## src/rtl/vtg_pkg.sv

```systemverilog
package vtg_pkg;

   localparam int unsigned POL_COUNT = 4;

   typedef struct packed {
      logic hsync;
      logic vsync;
      logic csync;
      logic blank;
      logic pix_valid;
      logic line_start;
      logic frame_start;
   } vtg_flags_t;

   localparam vtg_flags_t FLAGS_IDLE = '{hsync: 1'b0, vsync: 1'b0, csync: 1'b0,
                                          blank: 1'b1, pix_valid: 1'b0,
                                          line_start: 1'b0, frame_start: 1'b0};

endpackage

```

## src/rtl/vtg_cfg_latch.sv

```systemverilog
module vtg_cfg_latch #(
   parameter int SYNC_W = 8,
   parameter int SPAN_W = 16,
   localparam int WORD_W = 2*SYNC_W + SPAN_W,
   localparam int LEN_W  = 2*SPAN_W
) (
   input  logic              clk,
   input  logic              rst_n,
   input  logic              load,
   input  logic [WORD_W-1:0] tim_h,
   input  logic [WORD_W-1:0] tim_v,
   input  logic [LEN_W-1:0]  lens,
   output logic [SYNC_W-1:0] sync_q  [2],
   output logic [SYNC_W-1:0] gdel_q  [2],
   output logic [SPAN_W-1:0] gate_q  [2],
   output logic [SPAN_W-1:0] total_q [2]
);
   // axis 0 = horizontal, axis 1 = vertical
   for (genvar a = 0; a < 2; a++) begin : g_axis
      logic [WORD_W-1:0] word;
      logic [SPAN_W-1:0] tot;
      assign word = (a == 0) ? tim_h : tim_v;
      assign tot  = (a == 0) ? lens[LEN_W-1:SPAN_W] : lens[SPAN_W-1:0];

      always_ff @(posedge clk or negedge rst_n) begin
         if (!rst_n) begin
            sync_q[a]  <= '0;
            gdel_q[a]  <= '0;
            gate_q[a]  <= '0;
            total_q[a] <= '0;
         end else if (load) begin
            sync_q[a]  <= word[WORD_W-1 -: SYNC_W];
            gdel_q[a]  <= word[SPAN_W+SYNC_W-1 -: SYNC_W];
            gate_q[a]  <= word[SPAN_W-1:0];
            total_q[a] <= tot;
         end
      end
   end
endmodule

```

## src/rtl/vtg_axis.sv

```systemverilog
module vtg_axis #(
   parameter int SYNC_W = 8,
   parameter int SPAN_W = 16
) (
   input  logic              clk,
   input  logic              rst_n,
   input  logic              clear,
   input  logic              step,
   input  logic [SYNC_W-1:0] sync_len,
   input  logic [SYNC_W-1:0] gdel_len,
   input  logic [SPAN_W-1:0] gate_len,
   input  logic [SPAN_W-1:0] total_len,
   output logic [SPAN_W-1:0] pos,
   output logic              wrap,
   output logic              sync_act,
   output logic              gate_act
);
   localparam int EXT_W = SPAN_W + 2;

   logic [EXT_W-1:0] gate_first;
   logic [EXT_W-1:0] gate_last;
   logic [EXT_W-1:0] pos_ext;
   logic             at_end;

   assign at_end = (pos == total_len);
   assign wrap   = step && at_end;

   always_ff @(posedge clk or negedge rst_n) begin
      if (!rst_n)         pos <= '0;
      else if (clear)     pos <= '0;
      else if (step)      pos <= at_end ? '0 : pos + 1'b1;
   end

   assign pos_ext    = EXT_W'(pos);
   assign gate_first = EXT_W'(sync_len) + EXT_W'(gdel_len) + EXT_W'(2);
   assign gate_last  = gate_first + EXT_W'(gate_len);
   assign sync_act   = (pos_ext <= EXT_W'(sync_len));
   assign gate_act   = (pos_ext >= gate_first) && (pos_ext <= gate_last);
endmodule

```

## src/rtl/vtg_out_stage.sv

```systemverilog
module vtg_out_stage
   import vtg_pkg::*;
(
   input  logic                 clk,
   input  logic                 rst_n,
   input  vtg_flags_t           raw,
   input  logic [POL_COUNT-1:0] pol,
   output vtg_flags_t           q
);
   logic [POL_COUNT-1:0] pol_src;
   logic [POL_COUNT-1:0] pol_q;
   localparam logic [POL_COUNT-1:0] POL_RST = {FLAGS_IDLE.blank, FLAGS_IDLE.csync,
                                               FLAGS_IDLE.vsync, FLAGS_IDLE.hsync};

   assign pol_src = {raw.blank, raw.csync, raw.vsync, raw.hsync};

   for (genvar i = 0; i < POL_COUNT; i++) begin : g_pol
      always_ff @(posedge clk or negedge rst_n) begin
         if (!rst_n) pol_q[i] <= POL_RST[i];
         else        pol_q[i] <= pol_src[i] ^ pol[i];
      end
   end

   logic pv_q, ls_q, fs_q;
   always_ff @(posedge clk or negedge rst_n) begin
      if (!rst_n) begin
         pv_q <= FLAGS_IDLE.pix_valid;
         ls_q <= FLAGS_IDLE.line_start;
         fs_q <= FLAGS_IDLE.frame_start;
      end else begin
         pv_q <= raw.pix_valid;
         ls_q <= raw.line_start;
         fs_q <= raw.frame_start;
      end
   end

   assign q = '{hsync: pol_q[0], vsync: pol_q[1], csync: pol_q[2], blank: pol_q[3],
                pix_valid: pv_q, line_start: ls_q, frame_start: fs_q};
endmodule

```

## src/rtl/vid_timing_gen.sv

```systemverilog
module vid_timing_gen
   import vtg_pkg::*;
#(
   parameter int SYNC_W = 8,
   parameter int SPAN_W = 16,
   localparam int WORD_W = 2*SYNC_W + SPAN_W,
   localparam int LEN_W  = 2*SPAN_W
) (
   input  logic              clk,
   input  logic              rst_n,
   input  logic              video_en,
   input  logic [WORD_W-1:0] h_timing,
   input  logic [WORD_W-1:0] v_timing,
   input  logic [LEN_W-1:0]  span_lengths,
   input  logic              pol_hsync,
   input  logic              pol_vsync,
   input  logic              pol_csync,
   input  logic              pol_blank,
   output logic              hsync_o,
   output logic              vsync_o,
   output logic              csync_o,
   output logic              blank_o,
   output logic              pix_valid,
   output logic              line_start,
   output logic              frame_start
);
   if (SYNC_W < 1) begin : g_bad_sync
      $error("vid_timing_gen: SYNC_W must be at least 1");
   end
   if (SPAN_W < SYNC_W) begin : g_bad_span
      $error("vid_timing_gen: SPAN_W must not be narrower than SYNC_W");
   end

   logic [SYNC_W-1:0] sync_q  [2];
   logic [SYNC_W-1:0] gdel_q  [2];
   logic [SPAN_W-1:0] gate_q  [2];
   logic [SPAN_W-1:0] total_q [2];

   logic running;
   logic active;
   logic frame_end;
   logic cfg_load;
   logic [SPAN_W-1:0] pos   [2];
   logic [1:0]        wrap;
   logic [1:0]        sync_act;
   logic [1:0]        gate_act;
   logic [1:0]        step;

   assign active    = running && video_en;
   assign frame_end = wrap[0] && wrap[1];
   assign cfg_load  = video_en && (!running || frame_end);

   always_ff @(posedge clk or negedge rst_n) begin
      if (!rst_n) running <= 1'b0;
      else        running <= video_en;
   end

   vtg_cfg_latch #(.SYNC_W(SYNC_W), .SPAN_W(SPAN_W)) u_cfg (
      .clk(clk), .rst_n(rst_n), .load(cfg_load),
      .tim_h(h_timing), .tim_v(v_timing), .lens(span_lengths),
      .sync_q(sync_q), .gdel_q(gdel_q), .gate_q(gate_q), .total_q(total_q)
   );

   assign step[0] = active;
   assign step[1] = wrap[0];

   for (genvar a = 0; a < 2; a++) begin : g_axis
      vtg_axis #(.SYNC_W(SYNC_W), .SPAN_W(SPAN_W)) u_axis (
         .clk(clk), .rst_n(rst_n), .clear(!active), .step(step[a]),
         .sync_len(sync_q[a]), .gdel_len(gdel_q[a]),
         .gate_len(gate_q[a]), .total_len(total_q[a]),
         .pos(pos[a]), .wrap(wrap[a]),
         .sync_act(sync_act[a]), .gate_act(gate_act[a])
      );
   end

   vtg_flags_t raw;
   vtg_flags_t outq;
   logic hs_a, vs_a, pv_a, ls_a;

   assign hs_a = active && sync_act[0];
   assign vs_a = active && sync_act[1];
   assign pv_a = active && gate_act[0] && gate_act[1];
   assign ls_a = active && (pos[0] == '0);

   assign raw = '{hsync: hs_a, vsync: vs_a, csync: hs_a ^ vs_a, blank: !pv_a,
                  pix_valid: pv_a, line_start: ls_a,
                  frame_start: ls_a && (pos[1] == '0)};

   vtg_out_stage u_out (
      .clk(clk), .rst_n(rst_n), .raw(raw),
      .pol({pol_blank, pol_csync, pol_vsync, pol_hsync}),
      .q(outq)
   );

   assign hsync_o     = outq.hsync;
   assign vsync_o     = outq.vsync;
   assign csync_o     = outq.csync;
   assign blank_o     = outq.blank;
   assign pix_valid   = outq.pix_valid;
   assign line_start  = outq.line_start;
   assign frame_start = outq.frame_start;
endmodule

```

## config.mk

```make
export PLATFORM = sky130hd
export DESIGN_NAME = vid_timing_gen
export DESIGN_NICKNAME = d
export VERILOG_FILES = /design/src/rtl/vtg_pkg.sv /design/src/rtl/vtg_cfg_latch.sv /design/src/rtl/vtg_axis.sv /design/src/rtl/vtg_out_stage.sv /design/src/rtl/vid_timing_gen.sv
export SDC_FILE = /design/constraint.sdc
export NUM_CORES = 1
export LEC_CHECK = 0
export ABC_CLOCK_PERIOD_IN_PS = 9900
export BUFFER_PORTS_ARGS = -buffer_cell sky130_fd_sc_hd__buf_2
export CAP_MARGIN = 15
export CORE_ASPECT_RATIO = 1.25
export CORE_MARGIN = 2
export CORE_UTILIZATION = 50
export DETAILED_ROUTE_END_ITERATION = 16
export GPL_ROUTABILITY_DRIVEN = 0
export HOLD_SLACK_MARGIN = 0.12
export PLACE_DENSITY = 0.75
export SYNTH_ARGS = -nofsm -noshare
export SYNTH_HDL_FRONTEND = slang
export SYNTH_SLANG_ARGS = --single-unit
```

## constraint.sdc

```tcl
create_clock -name clk -period 9.9 [get_ports clk]
set_clock_uncertainty 0.2 [all_clocks]
set_input_delay 2.475 -clock clk [delete_from_list [all_inputs] [get_ports clk]]
set_output_delay 2.475 -clock clk [all_outputs]
set_load 0.02 [all_outputs]
```

==> flow_summary.json <==
{
  "cp_slowest_cell": "a211oi_1",
  "antenna_found_initial": 1,
  "reg2reg_from": "u_cfg.sync_q[0]",
  "nNetsFinal": 1250,
  "cts_root_buf": "clkbuf_16",
  "synth_fp_nets": 1143,
  "hold_viol": 0,
  "async_reset_ff_frac": 1.00,
  "finalSetupViolations": 0,
  "cp.required_ns": 10.04,
  "fillers": 1600,
  "seq_power_share": 0.282,
  "drc_errors": 0,
  "fmax_mhz": 169,
  "syn-mean-instance-area_um2": 10.3,
  "cts-htree-levels": 4,
  "area_growth_pct": 13.4,
  "setup_ws_ns": 3.98,
  "port-buffer-count": 109,
  "wl_met3_um": 894,
  "drv_cap": 0,
  "maxSlewHeadroom": 0.462,
  "cts_made_buffers": 17,
  "route.final.wire_length_um": 21700,
  "grt_pass1_wl_um": 36100,
  "grt_max_degree": 76,
  "grt_overflow": 0,
  "worst-path-buf-inv": 0,
  "dp_worst_setup_slack_ns": 4.03,
  "start_util": 0.509,
  "vias": 7266,
  "crit_fanout": 4,
  "cts.reportedPaths.clkPinSlew_ns": 0.06,
  "maxSlewViolCount": 0,
  "crit_path_cell_trace": "ha_1 > fa_1 > a21o_1 > a21oi_1 > o21bai_1 > a21oi_1 > xnor2_1 > nand3_1 > xor2_1 > ha_1 > or3_1 > a211oi_1 > o21bai_1 > a21oi_1 > nor2_1 > xnor2_1 > ha_1 > nand4_1 > nor4_1 > a221oi_1 > a211oi_1 > nor4_2 > xnor2_1",
  "seq_area_frac_synth": 0.358,
  "netlist_instances": 925,
  "cts_resized": 0,
  "netSwitchingPower_w": 0.000899,
  "status": "complete, no violations",
  "die_h_um": 158,
  "ff_latch_area_um2": 3400,
  "endpoint": "u_out.q[3]",
  "mostFrequentLayoutCell": "dfrtp_1",
  "cpPeakStageDelay_ns": 0.45,
  "synth_edf_count": 0,
  "reg2reg_depth": 23,
  "drt_iter0_markers": 328,
  "synth_ff_type": "dfrtp_1",
  "leakagePower_nw": 5.36,
  "powerDensity_nw_per_um2": 221,
  "synth_seq_cells": 136,
  "first_pass_iters": 7,
  "power.internal_w": 0.00148,
  "grt_pass1_vias": 7506,
  "cp.depth": 23,
  "m1WireLength_um": 8970,
  "pwr-share-comb": 0.462,
  "final_cell_mix": "dfrtp_1 (135), ha_1 (111), buf_2 (108)",
  "track_usage": 0.226,
  "final.setup.tns_ns": 0,
  "num_antenna_cells": 0,
  "period_share": 0.598,
  "io_pins": 110,
  "viasPerCell": 5.70,
  "p_sw_frac": 0.377,
  "fin_crit_ns": 5.92,
  "worstSetupPathType": "reg -> reg",
  "clockBufferDepth": 2,
  "num_rows": 56,
  "cts_hold_buf": 0,
  "ant_nets": 0,
  "clk_latency_ns": 0.42,
  "hold_class": "reg -> reg",
  "dr_wl_met2_um": 11300,
  "dp_hpwl_um": 16300,
  "cp_top_family": "compound AO/OA/AOI/OAI gates",
  "critical_path.startpoint": "u_cfg.sync_q[0]",
  "vdd_drop_max_uv": 121,
  "cts.sinks": 136,
  "rsz0062_at_grt": "no",
  "yosys_warnings": 0,
  "r2r_slack_ns": 3.98,
  "r2r-end": "u_out.q[3]",
  "power_frac_clock": 0.255,
  "whs_path_depth": 1,
  "tightest_slew_ns": 0.806,
  "worstPathArrival_ns": 6.06,
  "multi_input_area_um2": 5780,
  "coreArea_um2": 18700,
  "die_w_um": 127,
  "endpoint_kind": "flop",
  "critPathLaunchType": "flop",
  "wl_per_cell_um": 17.0,
  "netlist_area_um2": 9520,
  "cts_setup_buffers": 0,
  "ys_types": 54,
  "highest_layer": "met5",
  "cts_tree": "done",
  "dieArea_um2": 20200,
  "drive_above_1_share": 0.230
}
## per-layer routing
layer  vias up  track usage
met4         2       0.0780
met1      3506        0.260
met5         -            0
li1       3533            -
met2       177        0.416
met3        48       0.0449
## worst reg2reg max path, stage by stage, from the launching register on
cell and delay [ns]:
dfrtp_1 0.39, ha_1 0.21, fa_1 0.41, a21o_1 0.18, a21oi_1 0.22, o21bai_1 0.09, a21oi_1 0.23, xnor2_1 0.21
nand3_1 0.24, xor2_1 0.21, ha_1 0.24, or3_1 0.32, a211oi_1 0.40, o21bai_1 0.13, a21oi_1 0.27, nor2_1 0.09
xnor2_1 0.13, ha_1 0.30, nand4_1 0.11, nor4_1 0.37, a221oi_1 0.15, a211oi_1 0.45, nor4_2 0.13, xnor2_1 0.17
## kinds of logic (layout without fill, tap and decap cells)
| logic type | count (synthesis) | count (layout) | share of synthesized area |
|---|---|---|---|
| DFF | 136 | 136 | 0.358 |
| xor gates and xnor gates | 98 | 98 | 0.0902 |
| and+or+nand+nor | 237 | 237 | 0.122 |
| muxes | 97 | 97 | 0.130 |
| AOI/OAI and AO/OA | 166 | 166 | 0.109 |
| buffers and inverters | 76 | 194 | 0.0358 |
| adders and majority gates | 115 | 115 | 0.154 |
## stage by stage
step	hold WS (ns)	total power, W	instances	util	instance area (µm²)
final	0.314	0.00238	1275	0.577	10800
after global routing	0.335	0.00257	1275	0.577	10800
after CTS	0.319	0.00239	1275	0.577	10800
after detailed placement	0.305	0.00176	1245	0.548	10200
after global placement	0.296	0.00173	1245	0.548	10200
after floorplan	0.272	0.00151	925	-	9520
## power by group through the flow
stage,logic (W),clock network [W],registers [W]
after floorplan,0.000848,0,0.000664
after global placement,0.00105,0,0.000680
after detailed placement,0.00108,0,0.000682
after CTS,0.00110,0.000618,0.000673
after global routing,0.00124,0.000643,0.000681
final,0.00110,0.000608,0.000672
## synthesized netlist by cell type (3+ instances only)
library cell | instances | area [µm²]
nand3_1 | 31 | 155
nand2b_1 | 7 | 43.8
xnor2_1 | 32 | 280
nor4_1 | 13 | 81.3
nor3b_1 | 4 | 30.0
ha_1 | 111 | 1390
dfrtp_1 | 135 | 3380
xor2_1 | 66 | 578
nand4_1 | 12 | 75.1
nand2_1 | 63 | 236
o41ai_1 | 3 | 26.3
nor2b_1 | 4 | 25.0
mux2_4 | 40 | 601
o21bai_1 | 7 | 52.6
nor4b_1 | 3 | 26.3
and3_1 | 16 | 100
o21ai_0 | 45 | 225
mux2_2 | 56 | 631
a211oi_1 | 10 | 75.1
buf_2 | 8 | 40.0
fa_1 | 4 | 80.1
nor2_1 | 55 | 206
or3_1 | 5 | 31.3
a21oi_1 | 42 | 210
a211o_1 | 3 | 26.3
o31ai_1 | 7 | 52.6
a21o_1 | 15 | 113
clkbuf_1 | 10 | 37.5
buf_6 | 6 | 67.6
and4_1 | 5 | 43.8
o22ai_1 | 3 | 18.8
inv_1 | 52 | 195
nor3_1 | 14 | 70.1
o21a_1 | 13 | 97.6
## how the worst min path moves through the flow
stage                                  from                 endpoint  slack [ns]
floorplan           g_axis[0].u_axis.pos[0]  g_axis[0].u_axis.pos[0]        0.27
global placement           u_cfg.gdel_q[10]         u_cfg.gdel_q[10]        0.30
detailed placement          u_cfg.gate_q[9]          u_cfg.gate_q[9]        0.31
CTS                        u_cfg.gdel_q[10]         u_cfg.gdel_q[10]        0.32
global route               u_cfg.gate_q[20]         u_cfg.gate_q[20]        0.33
finish                     u_cfg.gdel_q[10]         u_cfg.gdel_q[10]        0.31
## flip-flops by register name (all words and copies together) (netlist names), 4 cells and up
register           cells
g_axis.u_axis.pos     32
u_cfg.gate_q          32
u_cfg.gdel_q          16
u_cfg.sync_q          16
u_cfg.total_q         32
u_out.q                4
## layout make-up
cell class | count | share of cell area
repair buffers | 112 | 0.0532
well taps | 232 | 0.0269
clock inverters | 9 | 0.00950
flip-flops and latches | 136 | 0.315
inverters | 52 | 0.0181
clock buffers | 21 | 0.0417
multi-input cells | 713 | 0.535
Note: power is estimated with default switching activity, not from simulation.
